File: src/rtl/rs485_ctl_pkg.sv
package rs485_ctl_pkg;

  typedef enum logic [1:0] {
    DIFF_MID  = 2'b00,
    DIFF_HIGH = 2'b01,
    DIFF_LOW  = 2'b10,
    DIFF_OPEN = 2'b11
  } diff_code_e;

  // Level seen on the receive bit for a comparator code with both supplies good.
  function automatic logic window_level(input logic [1:0] code, input logic held);
    logic lvl;
    case (code)
      DIFF_HIGH: lvl = 1'b1;
      DIFF_LOW:  lvl = 1'b0;
      DIFF_OPEN: lvl = 1'b1;
      default:   lvl = held;
    endcase
    return lvl;
  endfunction

  // Supply-aware receive level: logic side lost reads low, bus side lost reads high.
  function automatic logic rx_level(input logic lg_ok, input logic bs_ok,
                                    input logic [1:0] code, input logic held);
    logic lvl;
    if (!lg_ok)      lvl = 1'b0;
    else if (!bs_ok) lvl = 1'b1;
    else             lvl = window_level(code, held);
    return lvl;
  endfunction

  // Hysteretic thermal flag update.
  function automatic logic thermal_next(input logic cur, input int temp_c,
                                        input int hot_c, input int cool_c);
    logic nxt;
    if (temp_c >= hot_c)       nxt = 1'b1;
    else if (temp_c <= cool_c) nxt = 1'b0;
    else                       nxt = cur;
    return nxt;
  endfunction

endpackage

File: src/rtl/rs485_thermal_guard.sv
module rs485_thermal_guard
  import rs485_ctl_pkg::*;
#(
  parameter int TEMP_W = 9,
  parameter int HOT_C  = 150,
  parameter int COOL_C = 140
) (
  input  logic                     clk,
  input  logic                     rst_n,
  input  logic signed [TEMP_W-1:0] die_temp,
  output logic                     shut
);

  logic shut_q;
  logic shut_d;
  int   temp_int;

  always_comb begin
    temp_int = int'(die_temp);
    shut_d   = thermal_next(shut_q, temp_int, HOT_C, COOL_C);
  end

  always_ff @(posedge clk) begin
    if (!rst_n) shut_q <= 1'b0;
    else        shut_q <= shut_d;
  end

  assign shut = shut_q;

endmodule

File: src/rtl/rs485_rx_path.sv
module rs485_rx_path
  import rs485_ctl_pkg::*;
#(
  parameter bit MID_HOLD = 1'b1
) (
  input  logic       clk,
  input  logic       rst_n,
  input  logic       rcv_en_n,
  input  logic [1:0] diff_code,
  input  logic       logic_ok,
  input  logic       bus_ok,
  output logic       rx_bit,
  output logic       rx_en
);

  logic held_q;
  logic level;

  generate
    if (MID_HOLD) begin : g_hold
      always_comb level = rx_level(logic_ok, bus_ok, diff_code, held_q);
    end else begin : g_force_high
      always_comb level = rx_level(logic_ok, bus_ok, diff_code, 1'b1);
    end
  endgenerate

  always_ff @(posedge clk) begin
    if (!rst_n) held_q <= 1'b1;
    else        held_q <= level;
  end

  assign rx_bit = level;
  assign rx_en  = ~rcv_en_n;

endmodule

File: src/rtl/rs485_tx_stage.sv
module rs485_tx_stage (
  input  logic drv_en,
  input  logic tx_data,
  input  logic logic_ok,
  input  logic bus_ok,
  input  logic shut,
  output logic y_lvl,
  output logic z_lvl,
  output logic y_en,
  output logic z_en
);

  logic supplies_up;
  logic drive_now;

  assign supplies_up = logic_ok & bus_ok;
  assign drive_now   = drv_en & supplies_up & ~shut;

  assign y_lvl = drive_now & tx_data;
  assign z_lvl = drive_now & ~tx_data;
  assign y_en  = drive_now;
  assign z_en  = drive_now;

endmodule

File: src/rtl/rs485_ctl.sv
module rs485_ctl #(
  parameter int TEMP_W   = 9,
  parameter int HOT_C    = 150,
  parameter int COOL_C   = 140,
  parameter bit MID_HOLD = 1'b1
) (
  input  logic                     clk,
  input  logic                     rst_n,
  input  logic                     drv_en,
  input  logic                     rcv_en_n,
  input  logic                     tx_data,
  input  logic [1:0]               diff_code,
  input  logic                     logic_pwr_ok,
  input  logic                     bus_pwr_ok,
  input  logic signed [TEMP_W-1:0] die_temp,
  output logic                     y_out,
  output logic                     z_out,
  output logic                     y_oe,
  output logic                     z_oe,
  output logic                     rx_out,
  output logic                     rx_oe,
  output logic                     therm_shut
);

  logic shut_w;

  rs485_thermal_guard #(
    .TEMP_W (TEMP_W),
    .HOT_C  (HOT_C),
    .COOL_C (COOL_C)
  ) u_thermal (
    .clk      (clk),
    .rst_n    (rst_n),
    .die_temp (die_temp),
    .shut     (shut_w)
  );

  rs485_tx_stage u_tx (
    .drv_en   (drv_en),
    .tx_data  (tx_data),
    .logic_ok (logic_pwr_ok),
    .bus_ok   (bus_pwr_ok),
    .shut     (shut_w),
    .y_lvl    (y_out),
    .z_lvl    (z_out),
    .y_en     (y_oe),
    .z_en     (z_oe)
  );

  rs485_rx_path #(
    .MID_HOLD (MID_HOLD)
  ) u_rx (
    .clk       (clk),
    .rst_n     (rst_n),
    .rcv_en_n  (rcv_en_n),
    .diff_code (diff_code),
    .logic_ok  (logic_pwr_ok),
    .bus_ok    (bus_pwr_ok),
    .rx_bit    (rx_out),
    .rx_en     (rx_oe)
  );

  assign therm_shut = shut_w;

endmodule

File: config.mk
export PLATFORM = sky130hd
export DESIGN_NAME = rs485_ctl
export DESIGN_NICKNAME = d
export VERILOG_FILES = /design/src/rtl/rs485_ctl_pkg.sv /design/src/rtl/rs485_thermal_guard.sv /design/src/rtl/rs485_rx_path.sv /design/src/rtl/rs485_tx_stage.sv /design/src/rtl/rs485_ctl.sv
export SDC_FILE = /design/constraint.sdc
export NUM_CORES = 1
export LEC_CHECK = 0
export ABC_CLOCK_PERIOD_IN_PS = 1000
export BUFFER_PORTS_ARGS = -buffer_cell sky130_fd_sc_hd__buf_2
export CAP_MARGIN = 10
export CORE_AREA = 4 4 41 43
export CTS_BUF_LIST = sky130_fd_sc_hd__clkbuf_2 sky130_fd_sc_hd__clkbuf_4 sky130_fd_sc_hd__clkbuf_8
export CTS_CLUSTER_SIZE = 14
export DETAILED_ROUTE_END_ITERATION = 12
export DIE_AREA = 0 0 45 47
export GPL_ROUTABILITY_DRIVEN = 0
export GPL_TIMING_DRIVEN = 0
export PLACE_DENSITY_LB_ADDON = 0.15
export SYNTH_ARGS = -nofsm -noshare
export SYNTH_HDL_FRONTEND = slang
export SYNTH_SLANG_ARGS = --single-unit
File: constraint.sdc
create_clock -name clk -period 1 [get_ports clk]
set_input_delay 0.15 -clock clk [delete_from_list [all_inputs] [get_ports clk]]
set_output_delay 0.15 -clock clk [all_outputs]
set_load 0.02 [all_outputs]
==> qor.yml <==
outcome: "complete, but fails checks"
violations: "negative setup slack"
grt_setup_unrepaired: "yes"
peakVddDrop_v: 0.000352
cts_tree: "done"
grt_start_max_net_pins: 5
final_common_cell: "buf_2"
hold_viol_final: 0
final_cell_count_no_fill: 62
crit_required_ns: 0.85
period_share: 1.17
dp.cells: 57
drive_gt1_frac: 0.745
dpl_cell_area_um2: 305
use_met3: 0.0383
design.core.area_mm2: 0.00130
cts_buffer_depth: 2
layout_common_cells: "buf_2 (18), buf_6 (6), buf_4 (3), clkbuf_4 (3), inv_1 (2)"
skew_ns: 0
worst_hold_path_type: "in -> reg"
die-area_mm2: 0.00212
cts.sinks: 2
synthCells: 18
syn_area_um2: 136
nFillCells: 154
finalSetupTns_ns: -0.660
grt_pass1_vias: 212
post-place-ws_ns: -0.0592
routed_wl_um: 556
cts_max_level: 1
p_total_mw: 0.384
tightest_slew_ns: 0.203
drc: 0
maxSlewHeadroom: 0.865
grt_pass1_wl_um: 779
yosys.cell_types.count: 15
finalSetupViolCount: 6
fmax_ghz: 0.858
endpoint_kind: "output port"
yosysSeqAreaShare: 0.294
die_h_um: 47
row_count: 13
n_antenna_cell: 0
root_buffer: "clkbuf_4"
initialDrtViolationCount: 0
synth-seq-cells: 2
synthesis.nets: 36
via_per_inst: 3.85
num_vias: 239
initial_utilization: 0.105
cp.arrival_ns: 1.02
met2_usage: 0.0763
pin_count: 25
nets: 67
io_buffers: 24
layout_setup_ws_ns: -0.166
path_class: "reg -> out"
first_pass_iters: 1
period_minus_slack_ns: 1.17
grt_use_met1: 0.0519
max_cap_violations: 0
insertion_delay_ns: 0.23
setup.worst_path.start_class: "flop"
grtUsageTotal: 0.0591
worst-path-max-fanout: 2
avgSynthCellArea_um2: 7.58
slew_viol_final: 0
cellLeakagePower_nw: 0.197
antenna_found_initial: 0
grt.overflow.total: 0
finalInstanceArea_um2: 388
power_density_mw_per_mm2: 990
top_usage_layer: "met4"
cts_buffers: 3
fp.dieW_um: 45
postRouteAntennaNets: 0
clk_pin_slew_ns: 0.03
area_growth_pct: 184
wl_per_cell_um: 8.97
yosysWarnings: 0
[cell families after synthesis]
logic type             Yosys count  share of synthesized area
DFF                              2                      0.294
and+or+nand+nor                  8                      0.349
AOI/OAI and AO/OA                5                      0.248
buffers and inverters            3                      0.110
[Yosys cell counts (all sizes together)]
master,n,area share
nor2b,1,0.046
dfxtp,2,0.29
buf,1,0.055
nand2,1,0.027
nor4,1,0.046
and4b,1,0.073
o21ai,2,0.073
a22oi,1,0.055
inv,2,0.055
o211ai,1,0.055
nor3,1,0.037
nand2b,1,0.046
nor2,1,0.027
o31a,1,0.064
and2,1,0.046
[per-layer routing]
layer,share of wire,vias to the layer above
li1,-,124
met1,0.37,89
met2,0.34,24
met3,0.26,2
met4,0.031,0
met5,0,-
[flip-flops by register name, indices dropped and copies added, names as in the netlist]
register / cells
u_rx.held_q: 1
u_thermal.shut: 1
[path summary, 6_finish.rpt]
| check | from | end | slack (ns) | depth (start not counted) |
|---|---|---|---|---|
| setup / recovery | u_rx.held_q | rx_out | -0.17 | 3 |
| hold / removal | rst_n | u_rx.held_q | 0.11 | 2 |
| setup reg to reg | u_thermal.shut | u_thermal.shut | -0.09 | 5 |
| hold reg to reg | u_rx.held_q | u_rx.held_q | 0.70 | 3 |
[layout make-up]
type | count | area (um^2) | share of cell area
inverters | 2 | 7.51 | 0.0194
clock buffers | 3 | 22.5 | 0.0581
repair buffers | 26 | 173 | 0.445
plain buffers | 1 | 7.51 | 0.0194
multi-input cells | 13 | 115 | 0.297
flip-flops and latches | 2 | 43.8 | 0.113
well taps | 15 | 18.8 | 0.0484
[report_power, final]
| part | total, mW | switching [mW] | internal, mW | leakage, nW |
|---|---|---|---|---|
| combinational | 0.116 | 0.0509 | 0.0647 | 0.166 |
| sequential | 0.0869 | 0.00356 | 0.0833 | 0.0173 |
| clock | 0.181 | 0.0488 | 0.133 | 0.0138 |
[through the flow]
stage	util	hold slack [ns]
floorplan	-	0.224
CTS	0.285	0.0992
finish	0.298	0.106
detailed placement	0.235	0.341
global route	0.298	0.116
global placement	0.235	0.339
[timing repair]
| item | 4_1_cts | 5_1_grt |
|---|---|---|
| buffers inserted | 1 | 1 |
| gates resized for setup | 12 | 3 |
| endpoints found under the setup margin | 5 | 6 |
| pin swaps | 4 | 0 |
| hold endpoints to repair | 0 | 0 |
| hold buffers | 0 | 0 |
[worst max-delay path: stages, from the launching register on]
cell and delay (ns):
dfxtp_1 0.28, nor2b_1 0.11, o31a_1 0.26, buf_6 0.14
No activity file was read; power rests on OpenSTA's default activity.
